File: config.mk
export PLATFORM = sky130hd
export DESIGN_NAME = dma_blk_ctl
export DESIGN_NICKNAME = d
export VERILOG_FILES = /design/src/rtl/dma_blk_pkg.sv /design/src/rtl/dma_blk_regs.sv /design/src/rtl/dma_blk_engine.sv /design/src/rtl/dma_blk_route.sv /design/src/rtl/dma_blk_ctl.sv
export SDC_FILE = /design/constraint.sdc
export NUM_CORES = 1
export LEC_CHECK = 0
export BUFFER_PORTS_ARGS = -buffer_cell sky130_fd_sc_hd__buf_2
export CAP_MARGIN = 20
export CORE_MARGIN = 2
export CORE_UTILIZATION = 55
export CTS_CLUSTER_DIAMETER = 60
export CTS_CLUSTER_SIZE = 8
export DETAILED_ROUTE_END_ITERATION = 8
export PLACE_DENSITY = 0.81
export SLEW_MARGIN = 30
export SYNTH_ARGS = -nofsm -noshare
export SYNTH_HDL_FRONTEND = slang
export SYNTH_SLANG_ARGS = --single-unit
File: constraint.sdc
create_clock -name clk -period 3.05 [get_ports clk]
set_clock_uncertainty 0.1 [all_clocks]
set_input_delay 0.61 -clock clk [delete_from_list [all_inputs] [get_ports clk]]
set_output_delay 0.61 -clock clk [all_outputs]
set_load 0.05 [all_outputs]
File: src/rtl/dma_blk_pkg.sv
package dma_blk_pkg;
   typedef enum logic [1:0] {
      ST_IDLE = 2'd0,
      ST_RD   = 2'd1,
      ST_WR   = 2'd2
   } dma_st_e;

   localparam logic [1:0] SEL_SRC = 2'd0;
   localparam logic [1:0] SEL_DST = 2'd1;
   localparam logic [1:0] SEL_CTL = 2'd2;
   localparam logic [1:0] SEL_STS = 2'd3;

   localparam int STS_CLR_DONE = 0;
   localparam int STS_CLR_ERR  = 1;
   localparam int STS_IRQ_EN   = 8;
endpackage

File: src/rtl/dma_blk_regs.sv
module dma_blk_regs
   import dma_blk_pkg::*;
#(
   parameter int AW   = 32,
   parameter int LENW = 26
) (
   input  logic            clk,
   input  logic            rst_n,
   input  logic            cfg_we,
   input  logic [1:0]      cfg_sel,
   input  logic [31:0]     cfg_wdata,
   input  logic            busy,
   output logic            start,
   output logic [LENW-1:0] start_len,
   output logic            start_dir,
   output logic            start_wtype,
   output logic            clr_done,
   output logic            clr_err,
   output logic            irq_en,
   output logic [AW-1:0]   src_q,
   output logic [AW-1:0]   dst_q
);
   localparam int DIR_BIT  = LENW;
   localparam int TYPE_BIT = LENW + 1;

   logic sts_wr;
   logic unused_hi;

   assign sts_wr      = cfg_we && (cfg_sel == SEL_STS);
   assign start       = cfg_we && (cfg_sel == SEL_CTL) && !busy;
   assign start_len   = cfg_wdata[LENW-1:0];
   assign start_dir   = cfg_wdata[DIR_BIT];
   assign start_wtype = cfg_wdata[TYPE_BIT];
   assign clr_done    = sts_wr && cfg_wdata[STS_CLR_DONE];
   assign clr_err     = sts_wr && cfg_wdata[STS_CLR_ERR];
   assign unused_hi   = ^{cfg_wdata[31:TYPE_BIT+1], cfg_wdata[STS_IRQ_EN-1:STS_CLR_ERR+1]};

   always_ff @(posedge clk or negedge rst_n) begin
      if (!rst_n) begin
         src_q  <= '0;
         dst_q  <= '0;
         irq_en <= 1'b0;
      end else if (cfg_we) begin
         case (cfg_sel)
            SEL_SRC: src_q  <= cfg_wdata[AW-1:0];
            SEL_DST: dst_q  <= cfg_wdata[AW-1:0];
            SEL_STS: irq_en <= cfg_wdata[STS_IRQ_EN];
            default: ;
         endcase
      end
   end
endmodule

File: src/rtl/dma_blk_engine.sv
module dma_blk_engine
   import dma_blk_pkg::*;
#(
   parameter int AW     = 32,
   parameter int DW     = 32,
   parameter int LENW   = 26,
   parameter bit STRICT = 1'b1
) (
   input  logic            clk,
   input  logic            rst_n,
   input  logic            start,
   input  logic [LENW-1:0] start_len,
   input  logic            start_dir,
   input  logic            start_wtype,
   input  logic [AW-1:0]   src_q,
   input  logic [AW-1:0]   dst_q,
   input  logic            clr_done,
   input  logic            clr_err,
   output logic            busy,
   output logic            done,
   output logic            err,
   output logic            dir_q,
   output logic            wtype_q,
   output logic            rd_req,
   output logic [AW-1:0]   rd_addr,
   input  logic            rd_ack,
   input  logic [DW-1:0]   rd_data,
   output logic            wr_req,
   output logic [AW-1:0]   wr_addr,
   output logic [DW-1:0]   wr_data,
   input  logic            wr_ack
);
   localparam int BYTES = DW / 8;
   localparam int ALIGN = $clog2(BYTES);
   localparam logic [LENW-1:0] STEP_L = LENW'(BYTES);
   localparam logic [AW-1:0]   STEP_A = AW'(BYTES);

   dma_st_e         st;
   logic [AW-1:0]   src_p, dst_p;
   logic [LENW-1:0] rem;
   logic [DW-1:0]   hold;
   logic            req_ok;
   logic            len_ok;

   assign len_ok = (start_len != '0) && (start_len[ALIGN-1:0] == '0);

   generate
      if (STRICT) begin : g_strict
         assign req_ok = len_ok && (src_q[ALIGN-1:0] == '0) && (dst_q[ALIGN-1:0] == '0);
      end else begin : g_lenient
         assign req_ok = len_ok;
      end
   endgenerate

   assign busy    = (st != ST_IDLE);
   assign rd_req  = (st == ST_RD);
   assign wr_req  = (st == ST_WR);
   assign rd_addr = {src_p[AW-1:ALIGN], {ALIGN{1'b0}}};
   assign wr_addr = {dst_p[AW-1:ALIGN], {ALIGN{1'b0}}};
   assign wr_data = hold;

   always_ff @(posedge clk or negedge rst_n) begin
      if (!rst_n) begin
         st      <= ST_IDLE;
         src_p   <= '0;
         dst_p   <= '0;
         rem     <= '0;
         hold    <= '0;
         done    <= 1'b0;
         err     <= 1'b0;
         dir_q   <= 1'b0;
         wtype_q <= 1'b0;
      end else begin
         if (clr_done) done <= 1'b0;
         if (clr_err)  err  <= 1'b0;
         case (st)
            ST_IDLE: if (start) begin
               if (!req_ok) begin
                  done <= 1'b1;
                  err  <= 1'b1;
               end else begin
                  st      <= ST_RD;
                  src_p   <= src_q;
                  dst_p   <= dst_q;
                  rem     <= start_len;
                  dir_q   <= start_dir;
                  wtype_q <= start_wtype;
               end
            end
            ST_RD: if (rd_ack) begin
               hold <= rd_data;
               st   <= ST_WR;
            end
            ST_WR: if (wr_ack) begin
               src_p <= src_p + STEP_A;
               dst_p <= dst_p + STEP_A;
               rem   <= rem - STEP_L;
               if (rem == STEP_L) begin
                  st   <= ST_IDLE;
                  done <= 1'b1;
               end else begin
                  st <= ST_RD;
               end
            end
            default: st <= ST_IDLE;
         endcase
      end
   end
endmodule

File: src/rtl/dma_blk_route.sv
module dma_blk_route #(
   parameter int AW = 32,
   parameter int DW = 32
) (
   input  logic          dir_q,
   input  logic          wtype_q,
   input  logic          rd_req,
   input  logic [AW-1:0] rd_addr,
   output logic          rd_ack,
   output logic [DW-1:0] rd_data,
   input  logic          wr_req,
   input  logic [AW-1:0] wr_addr,
   input  logic [DW-1:0] wr_data,
   output logic          wr_ack,
   output logic          loc_req,
   output logic          loc_we,
   output logic [AW-1:0] loc_addr,
   output logic [DW-1:0] loc_wdata,
   input  logic          loc_ack,
   input  logic [DW-1:0] loc_rdata,
   output logic          ext_req,
   output logic          ext_we,
   output logic          ext_inv,
   output logic [AW-1:0] ext_addr,
   output logic [DW-1:0] ext_wdata,
   input  logic          ext_ack,
   input  logic [DW-1:0] ext_rdata
);
   assign loc_req   = dir_q ? wr_req  : rd_req;
   assign loc_we    = dir_q;
   assign loc_addr  = dir_q ? wr_addr : rd_addr;
   assign loc_wdata = wr_data;
   assign ext_req   = dir_q ? rd_req  : wr_req;
   assign ext_we    = !dir_q;
   assign ext_inv   = wtype_q && !dir_q;
   assign ext_addr  = dir_q ? rd_addr : wr_addr;
   assign ext_wdata = wr_data;
   assign rd_ack    = dir_q ? ext_ack   : loc_ack;
   assign rd_data   = dir_q ? ext_rdata : loc_rdata;
   assign wr_ack    = dir_q ? loc_ack   : ext_ack;
endmodule

File: src/rtl/dma_blk_ctl.sv
module dma_blk_ctl #(
   parameter int AW     = 32,
   parameter int DW     = 32,
   parameter int LENW   = 26,
   parameter bit STRICT = 1'b1
) (
   input  logic          clk,
   input  logic          rst_n,
   input  logic          cfg_we,
   input  logic [1:0]    cfg_sel,
   input  logic [31:0]   cfg_wdata,
   output logic          busy,
   output logic          done,
   output logic          err,
   output logic          irq,
   output logic          loc_req,
   output logic          loc_we,
   output logic [AW-1:0] loc_addr,
   output logic [DW-1:0] loc_wdata,
   input  logic          loc_ack,
   input  logic [DW-1:0] loc_rdata,
   output logic          ext_req,
   output logic          ext_we,
   output logic          ext_inv,
   output logic [AW-1:0] ext_addr,
   output logic [DW-1:0] ext_wdata,
   input  logic          ext_ack,
   input  logic [DW-1:0] ext_rdata
);
   generate
      if (LENW + 2 > 32) begin : g_bad_lenw
         $error("LENW leaves no room for direction and type bits");
      end
      if (DW % 8 != 0 || DW < 16) begin : g_bad_dw
         $error("DW must be a whole number of bytes, at least two");
      end
      if (AW > 32 || AW <= $clog2(DW / 8)) begin : g_bad_aw
         $error("AW out of range");
      end
   endgenerate

   logic            start, start_dir, start_wtype, clr_done, clr_err, irq_en;
   logic [LENW-1:0] start_len;
   logic [AW-1:0]   src_q, dst_q, rd_addr, wr_addr;
   logic [DW-1:0]   rd_data, wr_data;
   logic            dir_q, wtype_q, rd_req, rd_ack, wr_req, wr_ack;

   dma_blk_regs #(.AW(AW), .LENW(LENW)) u_regs (
      .clk(clk), .rst_n(rst_n), .cfg_we(cfg_we), .cfg_sel(cfg_sel),
      .cfg_wdata(cfg_wdata), .busy(busy), .start(start),
      .start_len(start_len), .start_dir(start_dir), .start_wtype(start_wtype),
      .clr_done(clr_done), .clr_err(clr_err), .irq_en(irq_en),
      .src_q(src_q), .dst_q(dst_q)
   );

   dma_blk_engine #(.AW(AW), .DW(DW), .LENW(LENW), .STRICT(STRICT)) u_eng (
      .clk(clk), .rst_n(rst_n), .start(start), .start_len(start_len),
      .start_dir(start_dir), .start_wtype(start_wtype), .src_q(src_q),
      .dst_q(dst_q), .clr_done(clr_done), .clr_err(clr_err), .busy(busy),
      .done(done), .err(err), .dir_q(dir_q), .wtype_q(wtype_q),
      .rd_req(rd_req), .rd_addr(rd_addr), .rd_ack(rd_ack), .rd_data(rd_data),
      .wr_req(wr_req), .wr_addr(wr_addr), .wr_data(wr_data), .wr_ack(wr_ack)
   );

   dma_blk_route #(.AW(AW), .DW(DW)) u_route (
      .dir_q(dir_q), .wtype_q(wtype_q), .rd_req(rd_req), .rd_addr(rd_addr),
      .rd_ack(rd_ack), .rd_data(rd_data), .wr_req(wr_req), .wr_addr(wr_addr),
      .wr_data(wr_data), .wr_ack(wr_ack), .loc_req(loc_req), .loc_we(loc_we),
      .loc_addr(loc_addr), .loc_wdata(loc_wdata), .loc_ack(loc_ack),
      .loc_rdata(loc_rdata), .ext_req(ext_req), .ext_we(ext_we),
      .ext_inv(ext_inv), .ext_addr(ext_addr), .ext_wdata(ext_wdata),
      .ext_ack(ext_ack), .ext_rdata(ext_rdata)
   );

   assign irq = done && irq_en;
endmodule

==> results.sh, run 1 <==
export IMPL_crit_path_cell_trace="buf_12 > mux2_2 > buf_2"
export IMPL_syn_area_um2=10900
export IMPL_synth_edf_count=0
export IMPL_min_period_ns=2.75
export IMPL_grt_usage=0.303
export IMPL_worst_pin_slew_ns=0.697
export IMPL_cp_top_family="flip-flops"
export IMPL_crit_path_end_kind="primary output"
export IMPL_port_buffers=235
export IMPL_yosysMostFrequentCell="dfrtp_1"
export IMPL_area_growth_pct=18.5
export IMPL_p_per_area_nw_per_um2=1170
export IMPL_worst_path_buf_inv=2
export IMPL_switching_share=0.526
export IMPL_p_sw_uw=7950
export IMPL_cts_reportedPaths_clkPinSlew_ns=0.07
export IMPL_ys_types=62
export IMPL_antenna_cells=0
export IMPL_ys_top_cells_by_count="dfrtp_1 (189), nor2_1 (133), a21oi_1 (128)"
export IMPL_arrival_ns=2.04
export IMPL_avgSynthCellArea_um2=9.65
export IMPL_die_w_um=145
export IMPL_synth_main_ff_cell="dfrtp_1"
export IMPL_fin_ws_ns=0.296
export IMPL_cp_slowest_cell="dfrtp_4"
export IMPL_critPathRequiredTime_ns=2.34
export IMPL_postCtsHoldBufs=0
export IMPL_htreeDepth=4
export IMPL_pre_cts_ws_ns=0.229
export IMPL_worst_path_largest_cell_delay_ns=0.63
export IMPL_ys_top_cells_by_area="dfrtp_1 (43%), mux2_2 (12%), a21oi_1 (5.9%)"
export IMPL_drv_cap=0
export IMPL_synth_top_cell_area_share=0.434
export IMPL_hold_class="in2async"
export IMPL_leakage_uw=0.00553
export IMPL_fin_setup_tns_ns=0
export IMPL_fin_nets=1409
export IMPL_period_share=0.903
export IMPL_die_area_um2=21000
export IMPL_fill_cells=1507
export IMPL_drtPass1Iterations=6
export IMPL_power_uw=15100
export IMPL_numCtsBuffers=17
export IMPL_cts_resized=0
export IMPL_row_count=51
export IMPL_utilization=0.664
export IMPL_critPathLaunchType="flip-flop"
export IMPL_max_freq_ghz=0.363
export IMPL_coreArea_um2=19500
export IMPL_maxSlewViolCount=0
export IMPL_grt_pass1_wl_um=49500
export IMPL_cts_root_buffer="clkbuf_16"
export IMPL_cts_sinks=189
export IMPL_wl_per_cell_um=20.5
export IMPL_maxSlewHeadroom=0.532
export IMPL_vias_per_cell=6.38
export IMPL_syn_instance_count=1130
export IMPL_internal_power_uw=7160
export IMPL_clkPwrFrac=0.152
export IMPL_status="finished clean"
export IMPL_drtAntennaViolNets=0
export IMPL_ys_warnings_count=0
export IMPL_max_clock_path_buffers=2
export IMPL_grt_start_max_net_pins=106
export IMPL_dp_hpwl_um=22600
export IMPL_critPathKind="reg2out"
export IMPL_gp_congestion=0.899
export IMPL_post_cts_buffers=0
export IMPL_ys_ff_latch=189
export IMPL_routed_wl_um=32300
export IMPL_synth_top_cell_by_area="dfrtp_1"
export IMPL_route_detailed_drc=0
export IMPL_irDropWorstVdd_mv=0.690
export IMPL_finalHoldViolCount=0
export IMPL_rsz0062_at_grt="no"
export IMPL_combPwrFrac=0.541
export IMPL_seqPwrFrac=0.308
export IMPL_antenna_found_initial=1
export IMPL_synthArstFlopShare=1.00
export IMPL_clock_latency_ns=0.44
export IMPL_initial_utilization=0.561
export IMPL_yosysSeqAreaShare=0.434
export IMPL_cts_tree="yes"
export IMPL_grt_pass1_vias=9286
export IMPL_die_height_um=145
export IMPL_drive_above_1_share=0.341
export IMPL_drt_iter0_markers=1054
export IMPL_critical_path_max_fanout=60
export IMPL_ios=240
export IMPL_setup_violations_final=0
export IMPL_num_vias=10088
export IMPL_grt_overflow=0
-- sequential cells by signal (all words and copies together) (netlist names) --
| signal | cells |
|---|---|
| u_eng.rem | 26 |
| u_eng.done | 1 |
| u_eng.err | 1 |
| u_eng.dir_q | 1 |
| u_regs.dst_q | 32 |
| u_eng.st | 2 |
| u_eng.dst_p | 30 |
| u_eng.wr_data | 32 |
| u_eng.src_p | 30 |
| u_regs.irq_en | 1 |
| u_regs.src_q | 32 |
| u_eng.wtype_q | 1 |
-- layout make-up --
class                           count  area [µm²]  area share
Multi-Input combinational cell    797        5530       0.428
Sequential cell                   189        4730       0.366
Timing Repair Buffer              277        1650       0.128
Clock buffer                       17         425      0.0329
Tap cell                          265         332      0.0257
Clock inverter                     15         180      0.0139
Inverter                           20        75.1     0.00581
-- routing by layer --
metal / GRT usage / up-vias / wire length [µm]
met5: 0 / - / 13
met3: 0.0691 / 77 / 2860
met4: 0.117 / 2 / 1050
met1: 0.403 / 4932 / 12900
met2: 0.484 / 550 / 15500
li1: - / 4527 / -
-- power by group through the flow --
stage               Clock [µW]  Sequential (µW)  Combinational, µW
floorplan                    0             4970               6040
global placement             0             4560               7950
detailed placement           0             4620               8120
CTS                       2330             4580               8150
global route              2430             4760               8680
finish                    2300             4650               8170
-- final timing paths --
check / start / to / slack, ns / cells after the start
min: rst_n / u_regs.src_q[14] / 0.04 / 1
min in group clk: cfg_wdata[29] / u_regs.dst_q[29] / 0.32 / 2
min reg2reg: u_regs.dst_q[1] / u_regs.dst_q[1] / 0.39 / 2
max in group asynchronous: rst_n / u_regs.src_q[20] / 2.12 / 2
max reg2reg: u_eng.rem[2] / u_eng.rem[22] / 0.37 / 7
max: u_eng.dir_q / loc_addr[13] / 0.30 / 3
-- metrics by stage --
step,instance area (µm²),instances,hold WS [ns]
after detailed placement,12300,1548,0.374
after global placement,12300,1546,0.366
final,12900,1580,0.0380
after global routing,12900,1580,0.0638
after CTS,12900,1580,0.0417
after floorplan,10900,1133,0.214
-- placed cells by master, fill, tap and decap left out, drive strengths merged, types with 9 or more instances in the layout --
cell type	count
a21oi	128
a22oi	10
a2bb2oi	9
a31oi	48
a41oi	19
and2	9
and3	12
buf	276
clkbuf	18
dfrtp	189
inv	26
mux2	119
mux2i	36
nand2	44
nand3	18
nand4	12
nor2	133
nor3	13
nor4	22
o21ai	25
o22a	56
o22ai	12
-- cell families (layout without fill, tap and decap cells) --
group                    after synthesis  in the layout  share of synthesized area
AND/OR/NAND/NOR                      294            294                      0.134
adder cells (fa/ha/maj)                4              4                    0.00459
other                                  1              4                   0.000344
multiplexers                         155            155                      0.156
flip-flops                           189            189                      0.434
buffers and inverters                147            329                     0.0655
AO/OA/AOI/OAI                        340            340                      0.206
(Power assumes the default switching activity.)
==> inputs of run 2 (changes only) <==
Settings changed: GPL_ROUTABILITY_DRIVEN set to 0, RECOVER_POWER set to 50.
==> results.sh, run 2 (synthesis results as in run 1) <==
export IMPL_routed_wl_um=32400
export IMPL_critical_path_max_fanout=60
export IMPL_crit_path_end_kind="primary output"
export IMPL_max_freq_ghz=0.364
export IMPL_drt_iter0_markers=1094
export IMPL_antenna_found_initial=1
export IMPL_area_growth_pct=18.2
export IMPL_coreArea_um2=19500
export IMPL_worstHoldStart="cfg_wdata[29]"
export IMPL_max_clock_path_buffers=2
export IMPL_cts_tree="yes"
export IMPL_cts_reportedPaths_clkPinSlew_ns=0.07
export IMPL_rsz0062_at_grt="no"
export IMPL_final_common_cell="buf_2"
export IMPL_r2r_start="u_eng.rem[2]"
export IMPL_holdPathStages=2
export IMPL_finalHoldViolCount=0
export IMPL_numCtsBuffers=17
export IMPL_antenna_cells=0
export IMPL_route_detailed_drc=0
export IMPL_fill_cells=1513
export IMPL_design_area_um2=12900
export IMPL_grt_start_max_net_pins=106
export IMPL_row_count=51
export IMPL_grt_usage=0.303
export IMPL_setup_violations_final=0
export IMPL_cts_resized=0
export IMPL_layout_common_cells="buf_2 (233), dfrtp_1 (188), nor2_1 (132)"
export IMPL_dp_hpwl_um=22600
export IMPL_arrival_ns=2.04
export IMPL_vias_per_cell=6.33
export IMPL_port_buffers=235
export IMPL_rrSetupSlack_ns=0.37
export IMPL_die_height_um=145
export IMPL_drive_above_1_share=0.338
export IMPL_ios=240
export IMPL_grt_pass1_vias=9286
export IMPL_wl_per_cell_um=20.5
export IMPL_critPathRequiredTime_ns=2.34
export IMPL_leakage_uw=0.00551
export IMPL_clock_latency_ns=0.44
export IMPL_postCtsHoldBufs=0
export IMPL_fin_setup_tns_ns=0
export IMPL_htreeDepth=4
export IMPL_drv_cap=0
export IMPL_grt_overflow=0
export IMPL_p_per_area_nw_per_um2=1170
export IMPL_status="finished clean"
export IMPL_critPathLaunchType="flip-flop"
export IMPL_critPathKind="reg2out"
export IMPL_worst_pin_slew_ns=1.41
export IMPL_grt_pass1_wl_um=49500
export IMPL_drtAntennaViolNets=0
export IMPL_hold_end="u_regs.dst_q[29]"
export IMPL_maxSlewViolCount=0
export IMPL_num_vias=9999
export IMPL_cts_root_buffer="clkbuf_16"
export IMPL_maxSlewHeadroom=0.0588
export IMPL_r2r_cells=7
export IMPL_cts_sinks=189
export IMPL_fin_nets=1409
export IMPL_hold_class="in2reg"
export IMPL_area_sequential_um2=4730
export IMPL_place_area_um2=12300
export IMPL_r2r_end="u_eng.rem[22]"
export IMPL_period_share=0.901
export IMPL_drtPass1Iterations=5
export IMPL_irDropWorstVdd_mv=0.690
export IMPL_die_w_um=145
export IMPL_die_area_um2=21000
export IMPL_initial_utilization=0.561
export IMPL_min_period_ns=2.75
export IMPL_multiInputGateArea_um2=5510
export IMPL_post_cts_buffers=0
export IMPL_power_uw=15100
## run 2: cell types whose count changed in the layout (fill, tap and decap cells not counted), sizes merged
cell,change
buf,-5
clkbuf,+5
## run 2: worst max path at each step
stage               endpoint  slack (ns)          start  depth (start not counted)
3_3_place_gp   u_eng.rem[25]        0.28  cfg_wdata[24]                          8
2_1_floorplan        ext_req        0.06    u_eng.dir_q                          4
5_1_grt         loc_addr[13]        0.23    u_eng.dir_q                          3
6_report        loc_addr[13]        0.30    u_eng.dir_q                          3
4_1_cts         ext_addr[27]        0.30    u_eng.dir_q                          3
3_5_place_dp    u_eng.rem[4]        0.23  cfg_wdata[24]                          8
## run 2: layout make-up
| type | instances | share of cell area |
|---|---|---|
| Multi-Input combinational cell | 797 | 0.428 |
| Sequential cell | 189 | 0.367 |
| Timing Repair Buffer | 277 | 0.127 |
| Clock buffer | 17 | 0.0330 |
| Tap cell | 265 | 0.0257 |
| Clock inverter | 15 | 0.0140 |
| Inverter | 20 | 0.00582 |
## run 2: worst max-delay path: stages (launching register included)
cell and delay, ns:
dfrtp_4 0.62, buf_12 0.32, mux2_2 0.38, buf_2 0.21
## run 2: where the power goes
part	total (µW)	switching [µW]	internal, µW	leakage (µW)
clock network	2300	1060	1240	0.000288
registers	4640	1170	3470	0.00218
logic	8170	5720	2450	0.00304
total	15100	7950	7160	0.00551
## run 2: metrics by stage
stage	setup slack, ns	instances	hold WS, ns	util
final	0.303	1580	0.323	0.662
after floorplan	0.0607	1133	0.214	-
after detailed placement	0.229	1548	0.374	0.633
after global placement	0.283	1546	0.366	0.630
after CTS	0.305	1580	0.0417	0.664
after global routing	0.234	1580	0.306	0.662
## run 2: routing by layer
layer / vias to the layer above / share of wire / track usage
li1: 4519 / - / -
met1: 4870 / 0.40 / 0.403
met2: 525 / 0.48 / 0.484
met3: 83 / 0.087 / 0.0691
met4: 2 / 0.033 / 0.117
met5: - / 0.00040 / 0
==> inputs of run 3 (changes only) <==
Settings changed: CORE_MARGIN 2 to unset, CTS_CLUSTER_DIAMETER 60 to 30.
==> results.sh, run 3 (synthesis results as in run 1) <==
export IMPL_drv_cap=1
export IMPL_antenna_cells=0
export IMPL_vias_per_cell=6.36
export IMPL_worst_pin_slew_ns=2.10
export IMPL_design_area_um2=12800
export IMPL_switching_share=0.530
export IMPL_finalHoldViolCount=0
export IMPL_internal_power_uw=7050
export IMPL_critPathLaunchType="flip-flop"
export IMPL_final_common_cell="buf_2"
export IMPL_die_w_um=143
export IMPL_die_area_um2=20400
export IMPL_cts_sinks=189
export IMPL_period_share=0.953
export IMPL_coreArea_um2=19500
export IMPL_critPathRequiredTime_ns=2.34
export IMPL_cts_resized=0
export IMPL_p_per_area_nw_per_um2=1170
export IMPL_row_count=51
export IMPL_drt_iter0_markers=1133
export IMPL_post_cts_buffers=0
export IMPL_max_freq_ghz=0.344
export IMPL_fill_cells=1520
export IMPL_irDropWorstVdd_mv=0.568
export IMPL_die_height_um=143
export IMPL_cts_tree="yes"
export IMPL_routed_wl_um=31900
export IMPL_fin_setup_tns_ns=0
export IMPL_route_detailed_drc=0
export IMPL_seqPwrFrac=0.310
export IMPL_num_vias=10074
export IMPL_drive_above_1_share=0.341
export IMPL_critPathKind="reg2out"
export IMPL_initial_utilization=0.561
export IMPL_wl_per_cell_um=20.2
export IMPL_grt_pass1_wl_um=49800
export IMPL_clkPwrFrac=0.148
export IMPL_postCtsHoldBufs=0
export IMPL_htreeDepth=4
export IMPL_power_uw=15000
export IMPL_layout_common_cells="buf_2 (233), dfrtp_1 (188), nor2_1 (132)"
export IMPL_grt_usage=0.316
export IMPL_violations="max-capacitance violations, max-slew violations"
export IMPL_fin_nets=1412
export IMPL_leakage_uw=0.00551
export IMPL_maxSlewHeadroom=-0.402
export IMPL_multiInputGateArea_um2=5520
export IMPL_place_area_um2=12300
export IMPL_cts_reportedPaths_clkPinSlew_ns=0.07
export IMPL_area_sequential_um2=4730
export IMPL_dp_hpwl_um=22000
export IMPL_grt_pass1_vias=9388
export IMPL_area_growth_pct=17.8
export IMPL_port_buffers=235
export IMPL_status="finished, violations left"
export IMPL_max_clock_path_buffers=2
export IMPL_grt_overflow=0
export IMPL_hold_class="in2reg"
export IMPL_ios=240
export IMPL_antenna_found_initial=1
export IMPL_p_sw_uw=7960
export IMPL_combPwrFrac=0.542
export IMPL_arrival_ns=2.20
export IMPL_crit_path_end_kind="primary output"
export IMPL_rsz0062_at_grt="no"
export IMPL_drtPass1Iterations=6
export IMPL_grt_start_max_net_pins=135
export IMPL_setup_violations_final=0
export IMPL_maxSlewViolCount=82
export IMPL_clock_latency_ns=0.43
export IMPL_min_period_ns=2.91
export IMPL_drtAntennaViolNets=0
export IMPL_numCtsBuffers=17
export IMPL_critical_path_max_fanout=86
export IMPL_cts_root_buffer="clkbuf_16"
run 3: changes by cell type in the layout (fill, tap and decap cells not counted), sizes merged:
cell / change
clkbuf: +3
clkinvlp: -2
inv: +2
bufinv: -1
clkinv: +1
run 3: cell type report:
class	instances	share of cell area
clock inverters	15	0.0120
inverters	20	0.00584
flip-flops and latches	189	0.368
well taps	265	0.0258
repair buffers	280	0.125
clock buffers	17	0.0331
multi-input cells	797	0.430
run 3: power by group through the flow:
stage	clock (µW)	combinational, µW	sequential (µW)
floorplan	0	6040	4970
global placement	0	7940	4550
detailed placement	0	8080	4630
CTS	2240	8110	4590
global route	2340	8620	4780
finish	2220	8140	4650
run 3: worst paths after layout:
kind / slack [ns] / to / startpoint / cells past startpoint
min: 0.32 / u_regs.dst_q[29] / cfg_wdata[29] / 2
min reg2reg: 0.39 / u_regs.dst_q[1] / u_regs.dst_q[1] / 2
max: 0.14 / loc_addr[8] / u_eng.dir_q / 3
max reg2reg: 0.40 / u_eng.rem[22] / u_eng.rem[2] / 7
min in group asynchronous: 0.66 / u_eng.done / rst_n / 1
max in group asynchronous: 0.51 / u_regs.dst_q[18] / rst_n / 2
run 3: layer usage:
layer	wire length (µm)	GRT usage	share of wire	vias up
li1	-	-	-	4533
met5	0	0	0	-
met1	12600	0.417	0.40	4904
met4	877	0.113	0.027	0
met2	15700	0.522	0.49	570
met3	2780	0.0560	0.087	67
run 3: critical path: stages, from the launching register on:
cell and delay (ns):
dfrtp_4 0.62, buf_12 0.41, mux2_2 0.40, buf_2 0.21
run 3: through the flow:
stage | util | hold slack, ns | worst slack, ns | std cells
floorplan | - | 0.214 | 0.0607 | 1133
finish | 0.660 | 0.319 | 0.143 | 1583
global route | 0.660 | 0.318 | 0.0758 | 1583
detailed placement | 0.633 | 0.375 | 0.328 | 1551
global placement | 0.633 | 0.366 | 0.319 | 1551
CTS | 0.662 | 0.141 | 0.173 | 1583
